--- src/rtl/dacfe_pkg.sv ---
package dacfe_pkg;
    typedef enum logic [0:0] {
        ST_ARMED = 1'b0,
        ST_HELD  = 1'b1
    } strobe_st_t;

    localparam int unsigned LANES = 2;
endpackage

--- src/rtl/dacfe_strobe_fsm.sv ---
module dacfe_strobe_fsm
    import dacfe_pkg::*;
(
    input  logic clk,
    input  logic rst_n,
    input  logic sel_n,
    input  logic wr_n,
    output logic fire
);
    strobe_st_t state_q;
    strobe_st_t state_d;
    logic       access;

    assign access = ~sel_n & ~wr_n;

    // state register
    always_ff @(posedge clk or negedge rst_n) begin
        if (!rst_n) begin
            state_q <= ST_ARMED;
        end else begin
            state_q <= state_d;
        end
    end

    // transitions: GRAB (armed -> held), RELEASE (held -> armed)
    always_comb begin
        state_d = state_q;
        unique case (state_q)
            ST_ARMED: if (access)  state_d = ST_HELD;
            ST_HELD:  if (!access) state_d = ST_ARMED;
            default:  state_d = ST_ARMED;
        endcase
    end

    // outputs: one action on the first cycle of an access
    always_comb begin
        fire = 1'b0;
        unique case (state_q)
            ST_ARMED: fire = access;
            ST_HELD:  fire = 1'b0;
            default:  fire = 1'b0;
        endcase
    end
endmodule

--- src/rtl/dacfe_byte_rank.sv ---
module dacfe_byte_rank
    import dacfe_pkg::*;
#(
    parameter int unsigned BYTE_W = 8,
    localparam int unsigned WORD_W = LANES * BYTE_W
) (
    input  logic              clk,
    input  logic              rst_n,
    input  logic              fire,
    input  logic              lo_en_n,
    input  logic              hi_en_n,
    input  logic [BYTE_W-1:0] bus,
    output logic [WORD_W-1:0] word_q,
    output logic [WORD_W-1:0] word_nx
);
    logic [LANES-1:0] lane_hit;

    assign lane_hit = {~hi_en_n, ~lo_en_n} & {LANES{fire}};

    for (genvar ln = 0; ln < LANES; ln++) begin : g_lane
        logic [BYTE_W-1:0] lane_q;

        always_ff @(posedge clk or negedge rst_n) begin
            if (!rst_n) begin
                lane_q <= '0;
            end else if (lane_hit[ln]) begin
                lane_q <= bus;
            end
        end

        assign word_q[ln*BYTE_W +: BYTE_W]  = lane_q;
        assign word_nx[ln*BYTE_W +: BYTE_W] = lane_hit[ln] ? bus : lane_q;
    end
endmodule

--- src/rtl/dacfe_out_rank.sv ---
module dacfe_out_rank #(
    parameter int unsigned WORD_W = 16
) (
    input  logic              clk,
    input  logic              rst_n,
    input  logic              clr_n,
    input  logic              load,
    input  logic [WORD_W-1:0] word_in,
    output logic [WORD_W-1:0] code
);
    logic zero_n;

    assign zero_n = rst_n & clr_n;

    always_ff @(posedge clk or negedge zero_n) begin
        if (!zero_n) begin
            code <= '0;
        end else if (load) begin
            code <= word_in;
        end
    end
endmodule

--- src/rtl/dual_dac_front.sv ---
module dual_dac_front
    import dacfe_pkg::*;
#(
    parameter int unsigned NCH    = 2,
    parameter int unsigned BYTE_W = 8,
    localparam int unsigned WORD_W = LANES * BYTE_W
) (
    input  logic                  clk,
    input  logic                  rst_n,
    input  logic                  clr_n,
    input  logic [BYTE_W-1:0]     bus_byte,
    input  logic                  lo_en_n,
    input  logic                  hi_en_n,
    input  logic                  xfer_en_n,
    input  logic [NCH-1:0]        cs_n,
    input  logic [NCH-1:0]        wr_n,
    output logic [NCH*WORD_W-1:0] code_out
);
    logic [NCH-1:0]        fire;
    logic [NCH*WORD_W-1:0] word_q;
    logic [NCH*WORD_W-1:0] word_nx;

    for (genvar ch = 0; ch < NCH; ch++) begin : g_ch
        dacfe_strobe_fsm u_fsm (
            .clk   (clk),
            .rst_n (rst_n),
            .sel_n (cs_n[ch]),
            .wr_n  (wr_n[ch]),
            .fire  (fire[ch])
        );

        dacfe_byte_rank #(.BYTE_W(BYTE_W)) u_rank1 (
            .clk     (clk),
            .rst_n   (rst_n),
            .fire    (fire[ch]),
            .lo_en_n (lo_en_n),
            .hi_en_n (hi_en_n),
            .bus     (bus_byte),
            .word_q  (word_q[ch*WORD_W +: WORD_W]),
            .word_nx (word_nx[ch*WORD_W +: WORD_W])
        );

        dacfe_out_rank #(.WORD_W(WORD_W)) u_rank2 (
            .clk     (clk),
            .rst_n   (rst_n),
            .clr_n   (clr_n),
            .load    (fire[ch] & ~xfer_en_n),
            .word_in (word_nx[ch*WORD_W +: WORD_W]),
            .code    (code_out[ch*WORD_W +: WORD_W])
        );
    end
endmodule

--- config.mk ---
export PLATFORM = sky130hd
export DESIGN_NAME = dual_dac_front
export DESIGN_NICKNAME = d
export VERILOG_FILES = /design/src/rtl/dacfe_pkg.sv /design/src/rtl/dacfe_strobe_fsm.sv /design/src/rtl/dacfe_byte_rank.sv /design/src/rtl/dacfe_out_rank.sv /design/src/rtl/dual_dac_front.sv
export SDC_FILE = /design/constraint.sdc
export NUM_CORES = 1
export LEC_CHECK = 0
export ABC_AREA = 1
export BUFFER_PORTS_ARGS = -buffer_cell sky130_fd_sc_hd__buf_2
export CORE_AREA = 4 4 93 95
export CTS_BUF_LIST = sky130_fd_sc_hd__clkbuf_8
export CTS_CLUSTER_DIAMETER = 30
export DETAILED_ROUTE_END_ITERATION = 7
export DIE_AREA = 0 0 97 99
export GPL_TIMING_DRIVEN = 1
export PLACE_DENSITY = 0.53
export SLEW_MARGIN = 20
export SYNTH_ARGS = -nofsm -noshare
export SYNTH_HDL_FRONTEND = slang
export SYNTH_HIERARCHICAL = 1
export SYNTH_SLANG_ARGS = --single-unit
--- constraint.sdc ---
create_clock -name clk -period 1.6 [get_ports clk]
set_input_delay 0.32 -clock clk [delete_from_list [all_inputs] [get_ports clk]]
set_output_delay 0.32 -clock clk [all_outputs]
set_load 0.01 [all_outputs]
; Word-level counts from Yosys, hierarchy flattened
; Cells that the tools add are included.
[word_totals]
reg_bits = 66
elab_cells = 32
[op_classes]
mux = 8
bitwise_logic = 16
[ops]
columns = op, n
row1 = 8-bit two-way mux, 4
row2 = 1-bit inverter, 9
row3 = 1-bit AND, 5
row4 = 2-bit AND, 2
row5 = 1-bit one-hot mux with 2 select lines, 2
row6 = 1-bit two-way mux, 2

; Longest topological paths before layout
; Gate-level depths: netlist (run 1).
[depth]
word_depth = 5
depth_mapped = 10
ltp_nobuf = 8

; Cells and area by module
; The synthesis (run 1) kept the hierarchy.
[by_module_without_submodules]
columns = mod, cells_each, area_each_um2, n_inst
row1 = dacfe_out_rank, 70, 651.9, 2
row2 = dacfe_byte_rank, 70, 646.9, 2
row3 = dacfe_strobe_fsm, 6, 48.8, 2
row4 = dual_dac_front, 4, 15.0, 1

; Least setup slack after synthesis (run 1)
; No wires, ideal clock.
[synth_timing]
path_type = input to register
start = input cs_n[0]
end = register g_ch[0].u_rank2.code[4]
setup_ns = 0.117
required_ns = 1.483
path_buffers = 2
t_arrival_ns = 1.069
slack_ns = 0.414
cell_stages = 10
cell_sequence = inv_1 > nand2_2 > nor2_2 > inv_1 > nor2_1 > buf_6 > inv_6 > buf_12 > nand2_1 > nand2_1
[synth_via]
elab_chain_cells = 5
[synth_rtl]
columns = element, line
row1 = start: declaration, dual_dac_front.sv:15  ; input logic [NCH-1:0] cs_n,
row2 = 1-bit inverter *, dacfe_strobe_fsm.sv:14  ; assign access = ~sel_n & ~wr_n;
row3 = 1-bit AND *, dacfe_strobe_fsm.sv:14
row4 = 1-bit one-hot mux with 2 select lines *, dacfe_strobe_fsm.sv:38  ; unique case (state_q)
row5 = named net fire[0], dual_dac_front.sv:19  ; logic [NCH-1:0] fire;
row6 = 2-bit AND, dacfe_byte_rank.sv:18  ; assign lane_hit = {~hi_en_n, ~lo_en_n} & {LANES{fire}};
row7 = 8-bit two-way mux, -
row8 = end signal: assignment, dacfe_out_rank.sv:19  ; code <= word_in;
row9 = end: declaration, dacfe_out_rank.sv:9  ; output logic [WORD_W-1:0] code
; Mark *: on every way through the listed nets, which the timed path passes. The rest lies on a longest branch.
; A chain may end at the register's enable or synchronous reset.

; Worst setup path in the final report (run 1)
[layout_timing]
start = register g_ch[1].u_fsm.state_q
end = register g_ch[1].u_rank2.code[1]
[layout_via]
elab_chain_cells = 4
[layout_rtl]
columns = element, line
row1 = start: declaration, dacfe_strobe_fsm.sv:10  ; strobe_st_t state_q;
row2 = start signal: assignment, dacfe_strobe_fsm.sv:21  ; state_q <= state_d;
row3 = 1-bit inverter, dacfe_strobe_fsm.sv:38
row4 = 1-bit one-hot mux with 2 select lines *, dacfe_strobe_fsm.sv:38
row5 = named net fire[1], dual_dac_front.sv:19
row6 = 2-bit AND *, dacfe_byte_rank.sv:18
row7 = 8-bit two-way mux *, -
row8 = named net word_nx[17], dual_dac_front.sv:21  ; logic [NCH*WORD_W-1:0] word_nx;
row9 = end signal: assignment, dacfe_out_rank.sv:19
row10 = end: declaration, dacfe_out_rank.sv:9
; Marks and branches as above.

==> flow_summary_export.csv, run 1 <==
group,metric,value,unit
synth,synth.net_count,314,
worst_setup_path,critical_path_class,"reg -> reg",
die,die_h,99,µm
timing,fin_skew,0.005626,ns
timing,max_freq,0.7987,GHz
timing,finalMaxSlewViolations,0,
layout,drive_above_1_share,26.87,%
worst_setup_path,cp.buffers_inverters,1,
worst_setup_path,crit_chain,"nor2_2 -> buf_12 -> nand2_2 -> nand2_1 -> nand2_1 -> nand2_1 -> nand2_1",
placed_design,gp_congestion,0.7727,
drt,top_layer,"met4",
drt,post_drt_via_cell_ratio,4.434,
placed_design,hpwl,4.358,mm
clock_tree,htreeDepth,3,
drt,route.met2.wl,2.682,mm
layout,antennaDiodeCount,0,
die,dieWidth,97,µm
clock_tree,cts_buffers,9,
synth,yosys-top-cells-area,"dfrtp_1 (61%), nand2_1 (21%), nand3_1 (5.9%)",
clock_tree,clkTransAtPathRegs,0.07,ns
synth,avgSynthCellArea,9.156,µm²
drt,wirelength,6.021,mm
grt,grt_pass1_vias,2088,
layout,area_growth,22.76,%
power,peakVddDrop,0.0004414,V
synth,synth_largest_area_cell,"dfrtp_1",
placed_design,io_buffers,49,
drt,wl_met1,2.931,mm
drt,wire_per_inst,13.00,µm
placed_design,placed_area,3055,µm²
timing,period_minus_slack,1.252,ns
synth,synth_cell_types,12,
worst_hold_path,hold_class,"in -> reg",
synth,async_flop_share,100.0,%
clock_tree,insertion_delay,0.35,ns
drt,drtPass1Iterations,4,
worst_setup_path,cp_max_fo,18,
die,start_util,35.07,%
synth,synth-seq-cells,66,
timing,fin_crit_sh,78.25,%
drt,wl_met3,277,µm
layout,final_cell_area,3327,µm²
synth,synth.most_common_cell,"nand2_1",
synth,synth_area,2710,µm²
timing,worstMarginPinSlew,0.2743,ns
drt,via_count,2053,
timing,tns,0,ns
drt,ant_nets,0,
drt,detail_route.iter0.violations,112,
synth,yosys_most_used_dff,"dfrtp_1",
synth,synthCells,296,
power,power_density,1413,nW/µm²
timing,max_slew_margin,81.72,%
run_status,outcome,"finished, final reports clean",
synth,yosysSeqAreaShare,60.94,%
die,die_area,9603,µm²
grt,grt_pass1_wl,10.48,mm
layout,multi_input_area,850.8,µm²
flow_run,max_cap_viol_count,0,
grt,grt_max_degree,22,
power,p_leak,0.001889,µW
worst_setup_path,crit_top_cell,"nand2_1",
die,coreArea,7727,µm²
power,power,4701,µW
placed_design,placed_cells,445,
worst_setup_path,startpoint_type,"flip-flop",
grt,grtUsageTotal,13.68,%
clock_tree,cts_tree,"yes",
synth,synth_edf_count,0,
grt,overflow,0,
layout,fillers,799,
worst_setup_path,slowest_stage,"dfrtp_1",
worst_setup_path,cp-end-kind,"flip-flop",
layout,fin_cells,463,
worst_setup_path,worstPathRequired,1.84,ns
clock_tree,cts.sinks,66,
layout,nNetsFinal,374,
timing,hold_viol_final,0,
grt,grt_antenna_before_repair,0,
clock_tree,root_buffer,"clkbuf_8",
worst_setup_path,cp_top_family,"simple AND/OR/NAND/NOR gates",
layout,regArea,1652,µm²
die,rows,32,
die,num_io_pins,50,
drt,drc_errors,0,
synth,yosysWarnings,6,
clock_tree,clk_path_buf_depth,2,
timing,rsz0062_at_grt,"no",
timing,setup_viol,0,
clock_tree,cts.repair.resized,0,
synth,yosys.area.top_type_share,60.94,%
worst_setup_path,max_stage_delay,0.37,ns
worst_setup_path,cp.arrival,1.49,ns
synth,synth_common_cells,"nand2_1 (152), dfrtp_1 (66), nand3_1 (32)",
## placed cells by master, fill, tap and decap left out
cell type,Yosys,routed
nand2_1,152,152
dfrtp_1,66,66
buf_2,0,49
nand3_1,32,32
nand2_2,16,16
inv_1,10,10
clkbuf_8,0,10
inv_2,4,4
buf_12,2,4
buf_4,0,4
bufinv_16,0,3
nor2_1,2,2
clkinvlp_4,0,2
nor2_2,2,2
inv_6,2,2
dlygate4sd3_1,0,2
clkinv_4,0,1
## cells by family after synthesis
| family | Yosys count | synth area share [%] |
|---|---|---|
| AND/OR/NAND/NOR | 204 | 31.39 |
| flip-flops | 66 | 60.94 |
| buffers and inverters | 26 | 7.664 |
## path summary, 6_finish.rpt
check / startpoint / to / slack, ns / cells past startpoint
max: g_ch[1].u_fsm/state_q / g_ch[1].u_rank2/code[1] / 0.35 / 7
min: wr_n[0] / g_ch[0].u_fsm/state_q / 0.21 / 4
max reg2reg: g_ch[1].u_fsm/state_q / g_ch[1].u_rank2/code[1] / 0.35 / 7
min reg2reg: g_ch[1].u_rank2/code[0] / g_ch[1].u_rank2/code[0] / 0.47 / 2
max in group asynchronous: rst_n / g_ch[1].u_rank2/code[5] / 0.79 / 5
min in group asynchronous: rst_n / g_ch[1].u_rank1/g_lane[1].lane_q[1] / 0.53 / 3
## final cells by class
| type | count | area share (%) |
|---|---|---|
| multi-input combinational | 204 | 25.57 |
| inverter | 16 | 2.106 |
| timing repair buffer | 59 | 11.28 |
| clock buffer | 10 | 4.137 |
| tap | 102 | 3.836 |
| clock inverter | 6 | 3.422 |
| sequential | 66 | 49.64 |
## repair_timing
action | 4_1_cts | 5_1_grt
hold endpoints to repair | 18 | 0
hold buffers | 2 | 0
endpoints found under the setup margin | 0 | 0
buffers inserted | 0 | 0
## power by group
group,switching (µW),internal [µW],total [µW]
Clock,660,1080,1740
Combinational,491,324,815
Sequential,142,2000,2150
Total,1290,3410,4700
## worst reg2reg max path, stage by stage, from the launching register on
cell	delay, ns
dfrtp_1	0.37
nor2_2	0.17
buf_12	0.17
nand2_2	0.13
nand2_1	0.09
nand2_1	0.08
nand2_1	0.09
nand2_1	0.05
## metrics by stage
| stage | utilization, % | hold WS, ns | setup WS, ns |
|---|---|---|---|
| 4_1_cts | 43.05 | 0.2005 | 0.3277 |
| 3_3_place_gp | 39.54 | 0.3679 | 0.2162 |
| 5_1_grt | 43.05 | 0.2034 | 0.2172 |
| 2_1_floorplan | - | 0.02441 | 0.4142 |
| 6_report | 43.05 | 0.2090 | 0.3480 |
| 3_5_place_dp | 39.54 | 0.3611 | 0.1849 |
## state kept, by name, summed over array words and instances (netlist names)
| register | count |
|---|---|
| g_ch.u_rank1/g_lane.lane_q | 32 |
| g_ch.u_rank2/code | 32 |
| g_ch.u_fsm/state_q | 2 |
## layer usage
metal / vias up / track usage, %
li1: 1030 / -
met1: 956 / 18.38
met2: 54 / 20.28
met3: 13 / 2.972
met4: 0 / 8.207
met5: - / 0
Note: power is estimated with default switching activity, not from simulation.
==> run 2: changes to the inputs <==
--- a/config.mk
+++ b/config.mk
@@ -13,7 +13,7 @@
 export DETAILED_ROUTE_END_ITERATION = 7
 export DIE_AREA = 0 0 97 99
 export GPL_TIMING_DRIVEN = 1
-export PLACE_DENSITY = 0.53
+export PLACE_DENSITY = 0.55
 export SLEW_MARGIN = 20
 export SYNTH_ARGS = -nofsm -noshare
 export SYNTH_HDL_FRONTEND = slang
==> constraint.sdc (replaced) <==
create_clock -name clk -period 1.15 [get_ports clk]
set_input_delay 0.23 -clock clk [delete_from_list [all_inputs] [get_ports clk]]
set_output_delay 0.23 -clock clk [all_outputs]
set_load 0.01 [all_outputs]
==> run 2 against run 1 <==
  * The flow now finishes with violations (setup timing)
  * Maximum frequency is 3.5% higher
  * Critical endpoint is now g_ch[1].u_rank2/code[4]
  * Worst setup slack worse by 0.41 ns
  * Register-to-register slack got worse by 0.41 ns
  * Sequential power is 40% higher
  * Sequential share of layout area shrank 7.3 points
  * Die area unchanged
  * Power increased by 35%
  * Largest power group unchanged
  * Sequential cell count unchanged
  * Global-route usage is 0.48 points higher
  * First-iteration DRC count down 31%
  * Clock power is essentially flat
  * Hold slack got worse by 0.079 ns
==> flow_summary_export.csv, run 2 (synthesis results as in run 1) <==
group,metric,value,unit
grt,grt_max_degree,24,
timing,max_slew_margin,79.42,%
grt,grt_pass1_vias,2173,
power,peakVddDrop,0.0008702,V
worst_hold_path,hp-start,"wr_n[0]",
worst_setup_path,r2r_cells,7,
die,rows,32,
worst_setup_path,worstPathRequired,1.42,ns
worst_hold_path,hold_class,"in -> reg",
worst_setup_path,reg2reg_slack,-0.06,ns
timing,tns,-0.9124,ns
worst_setup_path,cp-end-kind,"flip-flop",
worst_setup_path,cp.arrival,1.48,ns
timing,finalMaxSlewViolations,0,
layout,drive_above_1_share,50.90,%
placed_design,dp_slack,-0.1448,ns
grt,grt_antenna_before_repair,0,
run_status,violations,"setup timing",
placed_design,gp_congestion,0.7626,
worst_setup_path,crit_chain,"nor2_4 -> buf_12 -> buf_12 -> nand3_2 -> nand2_2 -> nand2_1 -> nand2_1",
timing,max_freq,0.8268,GHz
placed_design,placed_area,3133,µm²
timing,period_minus_slack,1.210,ns
worst_setup_path,timing.rr.end,"g_ch[1].u_rank2/code[4]",
power,p_leak,0.002080,µW
die,num_io_pins,50,
worst_setup_path,cp.buffers_inverters,2,
timing,rsz0062_at_grt,"yes",
worst_setup_path,cp_top_family,"simple AND/OR/NAND/NOR gates",
flow_run,max_cap_viol_count,0,
clock_tree,cts_tree,"yes",
timing,worstMarginPinSlew,0.3087,ns
drt,via_count,2171,
layout,final_cell_area,3905,µm²
layout,fin_cells,489,
worst_setup_path,rr_startpoint,"g_ch[1].u_fsm/state_q",
timing,setup_viol,37,
clock_tree,insertion_delay,0.33,ns
worst_hold_path,hold-path-cell-count,4,
worst_setup_path,slowest_stage,"dfrtp_1",
run_status,outcome,"finished, violations left",
drt,drtPass1Iterations,4,
clock_tree,cts_buffers,9,
layout,post-route-util,50.53,%
timing,setup_slack,-0.05952,ns
clock_tree,clkTransAtPathRegs,0.06,ns
drt,wirelength,6.764,mm
layout,nNetsFinal,400,
worst_setup_path,startpoint_type,"flip-flop",
drt,drc_errors,0,
layout,antennaDiodeCount,0,
grt,grt_pass1_wl,10.66,mm
grt,grtUsageTotal,14.16,%
grt,overflow,0,
layout,area_growth,44.09,%
worst_setup_path,critical_path_class,"reg -> reg",
timing,fin_crit_sh,105.2,%
clock_tree,htreeDepth,3,
layout,mostFrequentLayoutCell,"nand2_1",
placed_design,hpwl,4.542,mm
drt,ant_nets,0,
timing,fin_skew,0.005530,ns
placed_design,io_buffers,49,
die,coreArea,7727,µm²
power,power_density,1621,nW/µm²
die,die_area,9603,µm²
die,die_h,99,µm
drt,detail_route.iter0.violations,77,
die,start_util,35.07,%
clock_tree,clk_path_buf_depth,2,
drt,post_drt_via_cell_ratio,4.440,
layout,reg_top3,"g_ch.u_rank1/g_lane.lane_q (32), g_ch.u_rank2/code (32), g_ch.u_fsm/state_q (2)",
clock_tree,root_buffer,"clkbuf_8",
clock_tree,cts.sinks,66,
worst_setup_path,cp_max_fo,8,
layout,final_cell_mix,"nand2_1 (98), dfrtp_1 (66), nand2_2 (55), buf_2 (48), buf_4 (20)",
worst_hold_path,holdPathEnd,"g_ch[0].u_fsm/state_q",
placed_design,placed_cells,457,
timing,hold_viol_final,0,
worst_setup_path,max_stage_delay,0.40,ns
die,dieWidth,97,µm
drt,wire_per_inst,13.83,µm
==> run 2: changes by cell type in the layout (fill, tap and decap cells not counted), moves of 3 or more <==
cell       previous run  this run
nand3_1              32        13
buf_6                 0         9
nand2_2              16        55
nand2_8               0         3
bufinv_16             3         0
nand2_1             152        98
nand3_2               0        13
nand3_4               0         6
buf_4                 4        20
nand2_4               0        12
==> run 2: timing repair <==
item                       in CTS  in global routing
gates cloned                    1                  2
resized for setup              12                104
hold buffers                    2                  0
setup endpoints to repair      32                 34
hold endpoints to repair       66                  0
setup buffers                   3                  9
pin swaps                       6                 66
==> run 2: layout make-up <==
class	instances	area, µm²
timing repair inverter	1	8.758
clock inverter	4	17.52
fill	721	3822
inverter	16	80.08
sequential	66	1652
multi-input combinational	204	1242
clock buffer	12	165.2
timing repair buffer	84	611.8
tap	102	127.6
==> run 2: where the power goes <==
group          internal, µW  switching [µW]  leakage, µW
sequential             2790             232     0.000847
combinational           681             858      0.00113
clock                   937             831     0.000105
==> run 2: metrics by stage <==
stage | hold WS [ns] | power (µW)
2_1_floorplan | -0.06559 | 3693
3_3_place_gp | 0.2766 | 4182
3_5_place_dp | 0.2840 | 4220
4_1_cts | 0.1194 | 6028
5_1_grt | 0.1428 | 6707
6_report | 0.1297 | 6331
==> run 2: tightest hold or removal path, delay by kind of cell <==
kind	cells	cell delay, ns
buf+inv	3	0.14
simple gates	1	0.06
==> run 2: worst max-delay path by stage <==
stage | startpoint | endpoint | depth (start not counted)
CTS | g_ch[0].u_fsm/state_q | g_ch[0].u_rank2/code[14] | 7
floorplan | g_ch[0].u_fsm/state_q | g_ch[0].u_rank2/code[4] | 8
detailed placement | cs_n[1] | g_ch[1].u_rank2/code[7] | 10
global route | g_ch[0].u_fsm/state_q | g_ch[0].u_rank2/code[8] | 7
finish | g_ch[1].u_fsm/state_q | g_ch[1].u_rank2/code[4] | 7
global placement | cs_n[1] | g_ch[1].u_rank2/code[14] | 10
==> run 2: routing by layer <==
layer	GRT usage (%)	wire, µm	up-vias	share of wire [%]
met5	0	0	-	0
met4	6.156	123	0	1.8
met3	4.529	197	8	2.9
met2	21.60	3262	32	48
met1	18.53	3180	1051	47
li1	-	-	1080	-
==> run 3: changes to the inputs <==
--- a/config.mk
+++ b/config.mk
@@ -5,13 +5,12 @@
 export SDC_FILE = /design/constraint.sdc
 export NUM_CORES = 1
 export LEC_CHECK = 0
-export ABC_AREA = 1
 export BUFFER_PORTS_ARGS = -buffer_cell sky130_fd_sc_hd__buf_2
-export CORE_AREA = 4 4 93 95
+export CORE_AREA = 4 4 94 96
 export CTS_BUF_LIST = sky130_fd_sc_hd__clkbuf_8
 export CTS_CLUSTER_DIAMETER = 30
 export DETAILED_ROUTE_END_ITERATION = 7
-export DIE_AREA = 0 0 97 99
+export DIE_AREA = 0 0 98 100
 export GPL_TIMING_DRIVEN = 1
 export PLACE_DENSITY = 0.55
 export SLEW_MARGIN = 20
==> run 3 against run 2 <==
  * The flow still finishes with violations (setup timing)
  * Synthesized cell count fell by 49%
  * Critical path depth is 2 lower
  * Clock power up 8%
  * Register-to-register slack lost 0.27 ns
  * Die area grew 2.1%
  * First-iteration DRC count down 58%
  * Global-route usage is 2.4 points lower
  * Final cell count decreased by 32%
  * Critical path type unchanged
==> flow_summary_export.csv, run 3 <==
group,metric,value,unit
layout,post-route-util,43.62,%
clock_tree,htreeDepth,3,
worst_setup_path,rr_startpoint,"g_ch[1].u_fsm/state_q",
worst_setup_path,cp_max_fo,8,
clock_tree,clk_path_buf_depth,2,
worst_hold_path,hp-start,"cs_n[1]",
layout,area_growth,27.59,%
die,start_util,34.19,%
clock_tree,insertion_delay,0.34,ns
worst_setup_path,cp-end-kind,"flip-flop",
timing,finalMaxSlewViolations,0,
grt,overflow,0,
synth,yosysSeqAreaShare,60.00,%
die,dieWidth,98,µm
die,rows,33,
layout,drive_above_1_share,66.81,%
placed_design,io_buffers,49,
run_status,violations,"setup timing",
die,die_area,9800,µm²
power,power_density,2081,nW/µm²
clock_tree,cts.sinks,66,
synth,synth_common_cells,"dfrtp_1 (66), mux2_4 (52), mux2_2 (12)",
synth,synth_largest_area_cell,"dfrtp_1",
timing,fin_crit_sh,128.3,%
layout,multi_input_area,1044,µm²
worst_hold_path,hold_class,"in -> reg",
layout,nNetsFinal,243,
synth,yosys_most_used_dff,"dfrtp_1",
clock_tree,root_buffer,"clkbuf_8",
synth,synth_cell_types,10,
timing,rsz0062_at_grt,"yes",
placed_design,hpwl,3.599,mm
timing,setup_slack,-0.3253,ns
power,peakVddDrop,0.0009238,V
grt,grt_pass1_vias,1495,
synth,avgSynthCellArea,18.35,µm²
layout,final_cell_mix,"dfrtp_1 (66), mux2_4 (64), buf_2 (49), buf_6 (12), clkbuf_8 (10)",
drt,drtPass1Iterations,4,
clock_tree,cts_tree,"yes",
die,num_io_pins,50,
synth,yosysWarnings,6,
placed_design,dp_slack,-0.3930,ns
worst_setup_path,worstPathRequired,1.37,ns
worst_hold_path,hold-path-cell-count,2,
synth,synthXorXnorAreaFrac,0,%
layout,mostFrequentLayoutCell,"dfrtp_1",
synth,yosys.area.top_type_share,60.00,%
worst_setup_path,reg2reg_slack,-0.33,ns
drt,via_count,1435,
drt,wire_per_inst,16.13,µm
placed_design,placed_cells,305,
synth,synth_top_family_by_area,"multiplexers",
worst_setup_path,cp.arrival,1.69,ns
drt,detail_route.iter0.violations,32,
layout,fin_cells,334,
layout,reg_top3,"g_ch.u_rank1/g_lane.lane_q (32), g_ch.u_rank2/code (32), g_ch.u_fsm/state_q (2)",
synth,synth_compound_area_share,0,%
die,coreArea,8051,µm²
clock_tree,cts_buffers,9,
drt,drc_errors,0,
synth,synth.most_common_cell,"dfrtp_1",
run_status,outcome,"finished, violations left",
synth,synth_fa_ha_area_share,0,%
synth,synth.net_count,168,
timing,hold_viol_final,0,
worst_hold_path,holdPathEnd,"g_ch[1].u_fsm/state_q",
grt,grt_pass1_wl,8.618,mm
die,die_h,100,µm
timing,worstMarginPinSlew,0.3716,ns
clock_tree,clkTransAtPathRegs,0.07,ns
power,p_leak,0.001784,µW
worst_setup_path,critical_path_class,"reg -> reg",
worst_setup_path,startpoint_type,"flip-flop",
flow_run,max_cap_viol_count,0,
grt,grt_max_degree,28,
layout,fillers,734,
worst_setup_path,r2r_cells,5,
synth,synth-seq-cells,66,
synth,async_flop_share,100.0,%
layout,regArea,1652,µm²
timing,period_minus_slack,1.475,ns
timing,setup_viol,64,
drt,wirelength,5.386,mm
grt,grtUsageTotal,11.74,%
timing,holdWs,0.05898,ns
synth,synth_area,2753,µm²
drt,post_drt_via_cell_ratio,4.296,
layout,antennaDiodeCount,0,
worst_setup_path,timing.rr.end,"g_ch[1].u_rank2/code[15]",
timing,max_slew_margin,75.22,%
placed_design,gp_congestion,0.7064,
synth,synthMuxAreaShare,33.27,%
grt,grt_antenna_before_repair,0,
synth,synthCells,150,
synth,yosys.area_share.simple,2.818,%
synth,synth_edf_count,0,
synth,yosys-top-cells-area,"dfrtp_1 (60%), mux2_4 (28%), mux2_2 (4.9%)",
timing,max_freq,0.6778,GHz
timing,fin_skew,0.01103,ns
drt,ant_nets,0,
-- run 3: critical path: stages (launching register included) --
cell and delay (ns):
dfrtp_1 0.37, nor3_2 0.16, nand2b_1 0.09, buf_6 0.16, mux2_4 0.31, mux2_4 0.26
-- run 3: metal layers --
metal	global-route usage (%)	up-vias	part of all wire (%)	wire length, µm
met5	0	-	0	0
met4	3.195	0	0.50	27
met3	4.656	2	5.4	290
met2	15.81	40	44	2366
met1	17.43	724	50	2700
li1	-	669	-	-
-- run 3: cells by family after synthesis --
family,count (synthesis)
buffers and inverters,8
DFF,66
muxes,64
and+or+nand+nor,12
-- run 3: power by group --
| part | internal (µW) | switching (µW) |
|---|---|---|
| logic | 1350 | 776 |
| registers | 2970 | 285 |
| clock network | 1040 | 882 |
-- run 3: timing repair --
action / in CTS / in global routing
setup buffers: 6 / 10
hold buffers: 2 / 0
endpoints found under the hold margin: 39 / 0
gates resized for setup: 22 / 6
setup endpoints to repair: 64 / 69
-- run 3: stage by stage --
step | power (µW) | TNS [ns] | area [µm²]
2_1_floorplan | 4459 | -7.484 | 2753
6_report | 7310 | -12.26 | 3512
5_1_grt | 7759 | -17.24 | 3512
3_5_place_dp | 5143 | -16.30 | 3119
3_3_place_gp | 5123 | -15.54 | 3119
4_1_cts | 7328 | -12.97 | 3460
-- run 3: worst max-delay path by stage --
stage,endpoint,cells after the start,from
after global placement,g_ch[1].u_rank2/code[14],6,wr_n[1]
final,g_ch[1].u_rank2/code[15],5,g_ch[1].u_fsm/state_q
after global routing,g_ch[1].u_rank2/code[15],5,g_ch[1].u_fsm/state_q
after CTS,g_ch[1].u_rank2/code[13],5,g_ch[1].u_fsm/state_q
after floorplan,g_ch[0].u_rank2/code[0],5,g_ch[0].u_fsm/state_q
after detailed placement,g_ch[1].u_rank2/code[13],6,wr_n[1]
-- run 3: area by class of cell --
cell class	instances	area share, %
timing repair buffer	72	14.04
clock inverter	5	1.568
tap	105	3.741
clock buffer	10	3.919
multi-input combinational	76	29.71
sequential	66	47.03
